$ cat src/rtl/seeprom_pkg.sv
package seeprom_pkg;

  typedef enum logic [3:0] {
    ST_IDLE,
    ST_CTRL,
    ST_AHI,
    ST_ALO,
    ST_WDATA,
    ST_RSTART,
    ST_RDATA,
    ST_SEC1,
    ST_SEC2,
    ST_HALT
  } slv_state_t;

  localparam logic [3:0] CODE_MEM = 4'b1010;
  localparam logic [3:0] CODE_SEC = 4'b1011;

endpackage

$ cat src/rtl/seeprom_bus_sense.sv
// Samples the bus lines and produces one-cycle edge and condition pulses.
module seeprom_bus_sense (
  input  logic clk,
  input  logic rst_n,
  input  logic scl_i,
  input  logic sda_i,
  output logic scl_lvl,
  output logic sda_lvl,
  output logic scl_rise,
  output logic scl_fall,
  output logic bus_start,
  output logic bus_stop
);
  logic scl_q, sda_q, scl_p, sda_p;

  always_ff @(posedge clk or negedge rst_n) begin
    if (!rst_n) begin
      scl_q <= 1'b1;
      sda_q <= 1'b1;
      scl_p <= 1'b1;
      sda_p <= 1'b1;
    end else begin
      scl_q <= scl_i;
      sda_q <= sda_i;
      scl_p <= scl_q;
      sda_p <= sda_q;
    end
  end

  assign scl_lvl   = scl_q;
  assign sda_lvl   = sda_q;
  assign scl_rise  = scl_q & ~scl_p;
  assign scl_fall  = ~scl_q & scl_p;
  assign bus_start = scl_q & scl_p & sda_p & ~sda_q;
  assign bus_stop  = scl_q & scl_p & ~sda_p & sda_q;
endmodule

$ cat src/rtl/seeprom_wp_range.sv
// Decides whether a block index lies in the protected run [first, first+count).
module seeprom_wp_range #(
  parameter int BLK_W = 4
) (
  input  logic [BLK_W-1:0] blk,
  input  logic [BLK_W-1:0] first,
  input  logic [BLK_W-1:0] count,
  output logic             hit
);
  logic [BLK_W:0] b_x, lo_x, hi_x;

  always_comb begin
    b_x  = {1'b0, blk};
    lo_x = {1'b0, first};
    hi_x = lo_x + {1'b0, count};
    hit  = (b_x >= lo_x) && (b_x < hi_x);
  end
endmodule

$ cat src/rtl/seeprom_wr_timer.sv
// Self-timed write window: loaded at STOP, counts down to idle.
module seeprom_wr_timer #(
  parameter int CYCLES = 200
) (
  input  logic clk,
  input  logic rst_n,
  input  logic load,
  output logic busy
);
  localparam int CW = $clog2(CYCLES + 1);

  logic [CW-1:0] cnt_q, cnt_n;

  always_comb begin
    cnt_n = cnt_q;
    if (load)
      cnt_n = CW'(CYCLES);
    else if (cnt_q != '0)
      cnt_n = cnt_q - 1'b1;
  end

  always_ff @(posedge clk or negedge rst_n) begin
    if (!rst_n) cnt_q <= '0;
    else        cnt_q <= cnt_n;
  end

  assign busy = (cnt_q != '0);
endmodule

$ cat src/rtl/seeprom_slave.sv
module seeprom_slave
  import seeprom_pkg::*;
#(
  parameter int ADDR_W    = 13,
  parameter int PAGE_W    = 3,
  parameter int BLK_W     = 4,
  parameter int WR_CYCLES = 200
) (
  input  logic              clk,
  input  logic              rst_n,
  input  logic              scl_i,
  input  logic              sda_i,
  output logic              sda_oe,
  input  logic [2:0]        strap_i,
  output logic [ADDR_W-1:0] mem_addr,
  output logic [7:0]        mem_wdata,
  output logic              mem_we,
  input  logic [7:0]        mem_rdata
);
  localparam int HI_W = ADDR_W - 8;

  // reset: asynchronous assert, synchronous release
  logic [1:0] rsync_q;
  logic       rst_q_n;
  always_ff @(posedge clk or negedge rst_n) begin
    if (!rst_n) rsync_q <= 2'b00;
    else        rsync_q <= {rsync_q[0], 1'b1};
  end
  assign rst_q_n = rsync_q[1];

  logic scl_lvl, sda_lvl, ev_rise, ev_fall, ev_start, ev_stop;
  logic busy, busy_load, wp_hit;

  seeprom_bus_sense u_sense (
    .clk(clk), .rst_n(rst_q_n), .scl_i(scl_i), .sda_i(sda_i),
    .scl_lvl(scl_lvl), .sda_lvl(sda_lvl), .scl_rise(ev_rise), .scl_fall(ev_fall),
    .bus_start(ev_start), .bus_stop(ev_stop)
  );

  seeprom_wr_timer #(.CYCLES(WR_CYCLES)) u_timer (
    .clk(clk), .rst_n(rst_q_n), .load(busy_load), .busy(busy)
  );

  slv_state_t        state_q, state_n;
  logic [3:0]        bcnt_q, bcnt_n;
  logic [7:0]        shreg_q, shreg_n, txreg_q, txreg_n;
  logic [ADDR_W-1:0] ptr_q, ptr_n;
  logic              oe_q, oe_n, wrote_q, wrote_n, mnack_q, mnack_n, we_c;
  logic [BLK_W-1:0]  sec_q, sec_n, wpf_q, wpf_n, wpn_q, wpn_n;

  seeprom_wp_range #(.BLK_W(BLK_W)) u_wp (
    .blk(ptr_q[ADDR_W-1 -: BLK_W]), .first(wpf_q), .count(wpn_q), .hit(wp_hit)
  );

  always_comb begin
    state_n   = state_q;
    bcnt_n    = bcnt_q;
    shreg_n   = shreg_q;
    txreg_n   = txreg_q;
    ptr_n     = ptr_q;
    oe_n      = oe_q;
    wrote_n   = wrote_q;
    mnack_n   = mnack_q;
    sec_n     = sec_q;
    wpf_n     = wpf_q;
    wpn_n     = wpn_q;
    we_c      = 1'b0;
    busy_load = 1'b0;
    if (ev_start) begin
      state_n = ST_CTRL;
      bcnt_n  = 4'd0;
      oe_n    = 1'b0;
    end else if (ev_stop) begin
      state_n   = ST_IDLE;
      bcnt_n    = 4'd0;
      oe_n      = 1'b0;
      busy_load = wrote_q;
      wrote_n   = 1'b0;
    end else if (state_q != ST_IDLE) begin
      if (ev_rise) begin
        if (bcnt_q < 4'd8) shreg_n = {shreg_q[6:0], sda_lvl};
        if (bcnt_q < 4'd9) bcnt_n = bcnt_q + 4'd1;
        if (bcnt_q == 4'd8 && state_q == ST_RDATA) begin
          mnack_n = sda_lvl;
          ptr_n   = ptr_q + 1'b1;
        end
      end else if (ev_fall) begin
        if (bcnt_q == 4'd8) begin
          oe_n = 1'b0;
          case (state_q)
            ST_CTRL: begin
              state_n = ST_HALT;
              if (!busy && shreg_q[3:1] == strap_i) begin
                if (shreg_q[7:4] == CODE_MEM) begin
                  oe_n    = 1'b1;
                  state_n = shreg_q[0] ? ST_RSTART : ST_AHI;
                end else if (shreg_q[7:4] == CODE_SEC && !shreg_q[0]) begin
                  oe_n    = 1'b1;
                  state_n = ST_SEC1;
                end
              end
            end
            ST_AHI: begin
              oe_n                  = 1'b1;
              ptr_n[ADDR_W-1:8]     = shreg_q[HI_W-1:0];
              state_n               = ST_ALO;
            end
            ST_ALO: begin
              oe_n       = 1'b1;
              ptr_n[7:0] = shreg_q;
              state_n    = ST_WDATA;
            end
            ST_WDATA: begin
              oe_n                = 1'b1;
              ptr_n[PAGE_W-1:0]   = ptr_q[PAGE_W-1:0] + 1'b1;
              if (!wp_hit) begin
                we_c    = 1'b1;
                wrote_n = 1'b1;
              end
            end
            ST_SEC1: begin
              oe_n    = 1'b1;
              sec_n   = shreg_q[BLK_W-1:0];
              state_n = ST_SEC2;
            end
            ST_SEC2: begin
              if (shreg_q[7:6] == 2'b10) begin
                oe_n  = 1'b1;
                wpf_n = sec_q;
                wpn_n = shreg_q[BLK_W-1:0];
              end
              state_n = ST_HALT;
            end
            default: oe_n = 1'b0;
          endcase
        end else if (bcnt_q == 4'd9) begin
          bcnt_n = 4'd0;
          oe_n   = 1'b0;
          if (state_q == ST_RSTART || (state_q == ST_RDATA && !mnack_q)) begin
            state_n = ST_RDATA;
            txreg_n = mem_rdata;
            oe_n    = ~mem_rdata[7];
          end else if (state_q == ST_RDATA) begin
            state_n = ST_HALT;
          end
        end else if (state_q == ST_RDATA && bcnt_q != 4'd0) begin
          oe_n = ~txreg_q[3'd7 - bcnt_q[2:0]];
        end
      end
    end
  end

  always_ff @(posedge clk or negedge rst_q_n) begin
    if (!rst_q_n) begin
      state_q <= ST_IDLE;
      bcnt_q  <= 4'd0;
      shreg_q <= 8'd0;
      txreg_q <= 8'd0;
      ptr_q   <= '0;
      oe_q    <= 1'b0;
      wrote_q <= 1'b0;
      mnack_q <= 1'b0;
      sec_q   <= '0;
      wpf_q   <= '0;
      wpn_q   <= '0;
    end else begin
      state_q <= state_n;
      bcnt_q  <= bcnt_n;
      shreg_q <= shreg_n;
      txreg_q <= txreg_n;
      ptr_q   <= ptr_n;
      oe_q    <= oe_n;
      wrote_q <= wrote_n;
      mnack_q <= mnack_n;
      sec_q   <= sec_n;
      wpf_q   <= wpf_n;
      wpn_q   <= wpn_n;
    end
  end

  assign sda_oe    = oe_q;
  assign mem_addr  = ptr_q;
  assign mem_wdata = shreg_q;
  assign mem_we    = we_c;
endmodule

$ cat config.mk
export PLATFORM = sky130hd
export DESIGN_NAME = seeprom_slave
export DESIGN_NICKNAME = d
export VERILOG_FILES = /design/src/rtl/seeprom_pkg.sv /design/src/rtl/seeprom_bus_sense.sv /design/src/rtl/seeprom_wp_range.sv /design/src/rtl/seeprom_wr_timer.sv /design/src/rtl/seeprom_slave.sv
export SDC_FILE = /design/constraint.sdc
export NUM_CORES = 1
export LEC_CHECK = 0
export BUFFER_PORTS_ARGS = -buffer_cell sky130_fd_sc_hd__buf_2
export CAP_MARGIN = 20
export CORE_MARGIN = 1
export CORE_UTILIZATION = 55
export CTS_BUF_LIST = sky130_fd_sc_hd__clkbuf_16
export CTS_CLUSTER_DIAMETER = 60
export DETAILED_ROUTE_END_ITERATION = 16
export PLACE_DENSITY = 0.75
export SYNTH_ARGS = -nofsm -noshare
export SYNTH_HDL_FRONTEND = slang
export SYNTH_SLANG_ARGS = --single-unit
export TNS_END_PERCENT = 100
$ cat constraint.sdc
create_clock -name clk -period 2.9 [get_ports clk]
set_input_delay 0.435 -clock clk [delete_from_list [all_inputs] [get_ports clk]]
set_output_delay 0.435 -clock clk [all_outputs]
set_load 0.005 [all_outputs]
==> results.md, run 1 <==
- Outcome: complete, no violations
- # rows: 30
- Post-synth ARST share: 1.00
- Layout cells sized above 1: 0.280
- Non-filler instance count after layout: 536
- Vias per std cell: 6.04
- Initial Util: 0.581
- Final Max Tran Viols: 0
- Core ar.: 6940 µm²
- Gr usage total: 0.264
- Post-synthesis cell area: 4030 µm²
- Drt wl/cell: 16.8 µm
- Worst Setup Path Type: register to output port
- Placed Instance Area: 4320 µm²
- Routability cong.: 0.939
- Initial antenna violation count: 0
- Vias in the first global route: 3159
- Detailed-route DRC error count: 0
- LEAKAGE: 2.21 nW
- Drt first pass iters: 4
- Worst Clk Skew: 0.00478 ns
- Final Cycle Share: 0.988
- Worst hold path class: register to asynchronous set/reset pin
- Die Wd: 87.6 µm
- Layout area overhead: 17.5%
- Most frequent cells in the layout: dfrtp_1 (61), buf_2 (37), nor2_1 (33)
- Final nets: 470
- Gr ovfl total: 0
- Fin. Hold Viols: 0
- Library cells used by synthesis: 71
- Ys Warns: 0
- Yosys top cell by area: dfrtp_1
- Final Cell Area: 4740 µm²
- Syn Nets: 425
- FILL cells: 552
- Post-Syn Area per Cell: 10.3 µm²
- Req. time, crit path: 2.47 ns
- Fin Hold WS: 0.133 ns
- Longest Clk Path Bufs: 2
- Post-synth EDFFs: 0
- Worst-Margin Slew: 0.566 ns
- Startpoint types: register
- Final Setup Violations: 0
- Routed vias: 3237
- Antenna diodes: 0
- Largest fanout on the critical path: 2
- Arrival time worst endpoint: 2.43 ns
- Final WL: 9030 µm
- MaxCap Viol Count: 0
- CTS tree: yes
- Die Y: 87.6 µm
- RSZ-0062 raised after global routing: yes
- Post-DP HPWL: 6340 µm
- Fmax: 349 MHz
- Die footprint: 7680 µm²
- Most common cell after layout, fill and taps aside: dfrtp_1
- CTS Sinks: 66
- 1st-iter DRT viols: 228
- First-pass GRT wire length: 15400 µm
- Slew HR: 0.622
- Clk_lat worst skew: 0.33 ns
- H-tree levels: 3
- Most used flip-flop cell after synthesis: dfrtp_1
- Mapped Cells: 390
- Fin crit period: 2.87 ns
- Count of buffers from port buffering: 37
- Sequential cell area fraction in the yosys report: 0.411
- Root Driver: clkbuf_16
- I/O pins: 38
- Pwr Density: 578 nW/µm²
- #FFs+latches synth: 66
- CTS Buf Count: 9
- Pin count of the biggest net entering global routing: 34
- Post-DRT Antenna Nets: 0
- Peak supply drop: 0.000421 V
- Crit. End Element: output port
- Synth top area cells: dfrtp_1 (38%), mux2_2 (8.1%), ha_1 (5.9%)
- Clk slew on worst S/H paths: 0.06 ns
- Placed Cells: 517
- Synth top area share: 0.385
## logic make-up (layout without fill, tap and decap cells)
| kind of cell | count (synthesis) | after routing | synth area share |
|---|---|---|---|
| simple gates | 135 | 135 | 0.197 |
| compound gates | 89 | 89 | 0.157 |
| flops | 66 | 66 | 0.411 |
| mux | 36 | 36 | 0.108 |
| buf+inv | 30 | 80 | 0.0350 |
| fa+ha+maj | 21 | 21 | 0.0664 |
| xor+xnor | 12 | 12 | 0.0261 |
| other cells | 1 | 1 | 0.000930 |
## layer usage
layer  wire (µm)  track usage  vias to the layer above
li1            -            -                     1535
met1        4100        0.350                     1611
met2        4400        0.433                       78
met3         362       0.0452                       13
met4         167        0.109                        0
met5           0            0                        -
## cell usage after synthesis (all sizes together), types with 4 or more instances
master / number
nand2: 26
o221a: 5
o22a: 5
mux2: 30
ha: 19
a22oi: 7
nand3: 11
mux2i: 4
xor2: 9
nand2b: 7
nor3: 12
and3: 14
nor2: 33
dfrtp: 62
a21oi: 22
o21ai: 18
inv: 15
buf: 9
clkbuf: 6
a21o: 6
and2: 4
dfstp: 4
nor4: 4
nor4b: 4
## critical path, cell delays in order, from the launching register on
cell	delay (ns)
dfrtp_1	0.38
ha_2	0.20
fa_1	0.49
inv_2	0.04
ha_4	0.20
a21o_1	0.14
a21o_1	0.16
a21oi_2	0.15
a211oi_2	0.06
o21a_1	0.17
buf_2	0.12
## what timing repair did
| item | in CTS | in global routing |
|---|---|---|
| cloned | 0 | 0 |
| setup buffers | 2 | 0 |
| resized for setup | 3 | 2 |
| endpoints found under the setup margin | 1 | 1 |
| hold buffers | 1 | 0 |
| endpoints found under the hold margin | 2 | 0 |
| pin swaps | 5 | 3 |
## flip-flops by register name, indices dropped and copies added, names as in the netlist, 2 cells and up
signal / cells
rsync_q: 2
wpf_q: 4
wpn_q: 4
u_timer.cnt_q: 8
mem_wdata: 8
state_q: 4
bcnt_q: 4
mem_addr: 13
txreg_q: 8
sec_q: 4
## worst paths after layout
check | from | to | slack, ns | cells after the start
worst max-delay path | wpn_q[0] | mem_we | 0.03 | 10
worst min-delay path | rsync_q[1] | mem_addr[8] | 0.13 | 0
worst max register to register | u_sense.scl_p | txreg_q[3] | 0.45 | 7
worst min register to register | rsync_q[1] | mem_addr[8] | 0.13 | 0
max in group asynchronous | rsync_q[1] | u_sense.sda_p | 2.04 | 1
min in group clk | sda_i | u_sense.sda_lvl | 0.20 | 1
## through the flow
step	setup slack (ns)	total power, mW	utilization	TNS (ns)
after global routing	-0.0488	2.83	0.682	-0.0488
after floorplan	0.436	1.28	-	0
after global placement	0.268	1.41	0.623	0
after CTS	-0.0152	2.76	0.681	-0.0152
after detailed placement	0.240	1.42	0.623	0
final	0.0336	2.74	0.682	0
## power by group
group / switching [mW] / internal [mW]
clock network: 0.401 / 0.926
logic: 0.139 / 0.148
registers: 0.137 / 0.986
## final cells by class
class	count	area, µm²	area share
multi-input combinational	294	2260	0.477
sequential	66	1660	0.350
timing repair buffer	49	278	0.0586
clock buffer	9	225	0.0475
clock inverter	7	141	0.0298
tap	96	120	0.0253
inverter	15	56.3	0.0119
Note: power is estimated with default switching activity, not from simulation.
==> run 2, diff against run 1 <==
--- a/config.mk
+++ b/config.mk
@@ -13,6 +13,7 @@
 export CTS_CLUSTER_DIAMETER = 60
 export DETAILED_ROUTE_END_ITERATION = 16
 export PLACE_DENSITY = 0.75
+export REMOVE_ABC_BUFFERS = 1
 export SYNTH_ARGS = -nofsm -noshare
 export SYNTH_HDL_FRONTEND = slang
 export SYNTH_SLANG_ARGS = --single-unit
==> run 2 against run 1 <==
Effect of this change:
- the flow now finishes with violations (setup timing)
- cell count is 0.19% higher
- clock skew grew 0.0017 ns
- critical endpoint unchanged
- die area stayed put
==> results.md, run 2 (synthesis results as in run 1) <==
- Core ar.: 6940 µm² (unchanged)
- Die footprint: 7680 µm² (unchanged)
- Clk slew on worst S/H paths: 0.05 ns (about the same)
- Pwr Density: 528 nW/µm² (-8.6%)
- Outcome: complete, but fails checks
- Drt first pass iters: 5 (+1)
- RSZ-0062 raised after global routing: yes
- Initial antenna violation count: 0 (unchanged)
- Failing checks: setup timing
- CTS Buf Count: 9 (unchanged)
- Setup TNS: -0.0670 ns (-0.0670 ns)
- Arrival time worst endpoint: 2.53 ns (+0.10 ns)
- CTS Sinks: 66 (unchanged)
- Worst-Margin Slew: 0.797 ns (+0.231 ns)
- H-tree levels: 3 (unchanged)
- 1st-iter DRT viols: 271 (+19%)
- Gr usage total: 0.263 (-0.00108)
- Final setup margin: -0.0670 ns (-0.101 ns)
- Initial Util: 0.581 (unchanged)
- Layout area overhead: 15.2%
- Worst Clk Skew: 0.00647 ns (+0.00169 ns)
- Crit. End Element: output port
- Vias in the first global route: 3211 (+1.6%)
- Longest Clk Path Bufs: 2 (unchanged)
- Routed vias: 3241 (+0.12%)
- First-pass GRT wire length: 15300 µm (about the same)
- Worst Setup Path Type: register to output port
- Pin count of the biggest net entering global routing: 65 (+91%)
- CTS tree: yes
- Slew HR: 0.468 (-0.154)
- Final Setup Violations: 1 (+1)
- Post-DP HPWL: 6370 µm (+0.46%)
- Count of buffers from port buffering: 37 (unchanged)
- Drt wl/cell: 17.1 µm (+1.3%)
- Post-layout util: 0.669 (-0.0132)
- Grt met3 use: 0.0528 (+0.00754)
- Final WL: 9160 µm (+1.5%)
- Die Wd: 87.6 µm (unchanged)
- Fmax: 337 MHz (-3.4%)
- Busiest layer in global routing: met2
- I/O pins: 38 (unchanged)
- Final nets: 471 (+0.21%)
- FILL cells: 526 (-4.7%)
- Area of the multi-input gates: 2250 µm² (-0.55%)
- Peak supply drop: 0.000424 V (+0.63%)
- Met2 Use GR: 0.426 (-0.00639)
- Vias per std cell: 6.04 (about the same)
- Clk_lat worst skew: 0.33 ns (about the same)
- Max reg flops: 13 (unchanged)
- Detailed-route DRC error count: 0 (unchanged)
- Root Driver: clkbuf_16
- Fin. Hold Viols: 0 (unchanged)
- Antenna diodes: 0 (unchanged)
- Die Y: 87.6 µm (unchanged)
- MaxCap Viol Count: 0 (unchanged)
- Routability cong.: 0.964 (+2.8%)
- Final Max Tran Viols: 0 (unchanged)
- Worst hold path class: primary input to register
- Layout cells sized above 1: 0.270 (-0.00970)
- Seq. cell area: 1660 µm² (unchanged)
- Startpoint types: register
- Req. time, crit path: 2.47 ns (about the same)
- Grt met1 use: 0.345 (-0.00448)
- Post-DRT Antenna Nets: 0 (unchanged)
- Most common cell after layout, fill and taps aside: dfrtp_1
- Final Cycle Share: 1.02 (+0.0347)
- Largest fanout on the critical path: 3 (+1)
- Gr ovfl total: 0 (unchanged)
- Most frequent cells in the layout: dfrtp_1 (61), buf_2 (37), nor2_1 (33)
- Fin crit period: 2.97 ns (+0.101 ns)
- LEAKAGE: 2.18 nW (-1.0%)
- # rows: 30 (unchanged)
-- run 2: cell count changes in the layout (fill, tap and decap cells not counted) --
cell       change
clkinv_4       -2
inv_2          -1
ha_4           -1
clkinv_2       +2
inv_1          +4
buf_4          +1
ha_1           +1
bufinv_16      -3
-- run 2: report_power, final --
group          leakage (nW)  internal [mW]  switching, mW
logic                  1.21          0.162          0.166
clock network         0.150          0.649          0.370
registers             0.828          0.987          0.121
total                  2.18           1.80          0.657
-- run 2: final timing paths --
check	start	end	slack (ns)	cells past startpoint
max in group asynchronous	rsync_q[1]	mem_addr[9]	1.95	1
hold reg to reg	rsync_q[0]	rsync_q[1]	0.35	0
setup / recovery	wpf_q[0]	mem_we	-0.07	10
hold / removal	sda_i	u_sense.sda_lvl	0.21	1
min in group asynchronous	rst_n	rsync_q[1]	0.42	2
setup reg to reg	u_sense.scl_p	txreg_q[7]	0.55	7
-- run 2: stage by stage --
step	power (mW)	area, µm²	hold WS (ns)	cells	setup WS, ns
global placement	1.44	4340	0.220	519	0.259
global route	2.54	4650	0.199	537	-0.179
CTS	2.47	4650	0.201	537	-0.0562
detailed placement	1.44	4340	0.221	519	0.201
floorplan	1.27	3950	0.139	375	0.436
finish	2.45	4650	0.207	537	-0.0670
-- run 2: layer usage --
layer	vias to the layer above	wire length, µm
met5	-	0
li1	1539	-
met2	97	4450
met3	23	389
met1	1582	4070
met4	0	247
-- run 2: final cells by class --
type,count,share of cell area
clock buffer,9,0.0485
multi-input combinational,294,0.484
timing repair buffer,50,0.0614
tap,96,0.0258
inverter,15,0.0121
sequential,66,0.357
clock inverter,7,0.0118
-- run 2: what timing repair did --
action,in CTS,in global routing
gates cloned,0,0
pin swaps,5,0
hold buffers,1,0
setup buffers,1,0
setup endpoints to repair,1,1
resized for setup,3,0
hold endpoints to repair,2,0
-- run 2: critical path: stages, from the launching register on --
cell      delay [ns]
dfrtp_1         0.40
ha_2            0.20
fa_1            0.48
inv_1           0.04
ha_1            0.26
a21o_1          0.16
a21o_1          0.18
a21oi_2         0.14
a211oi_2        0.05
o21a_1          0.17
buf_2           0.12
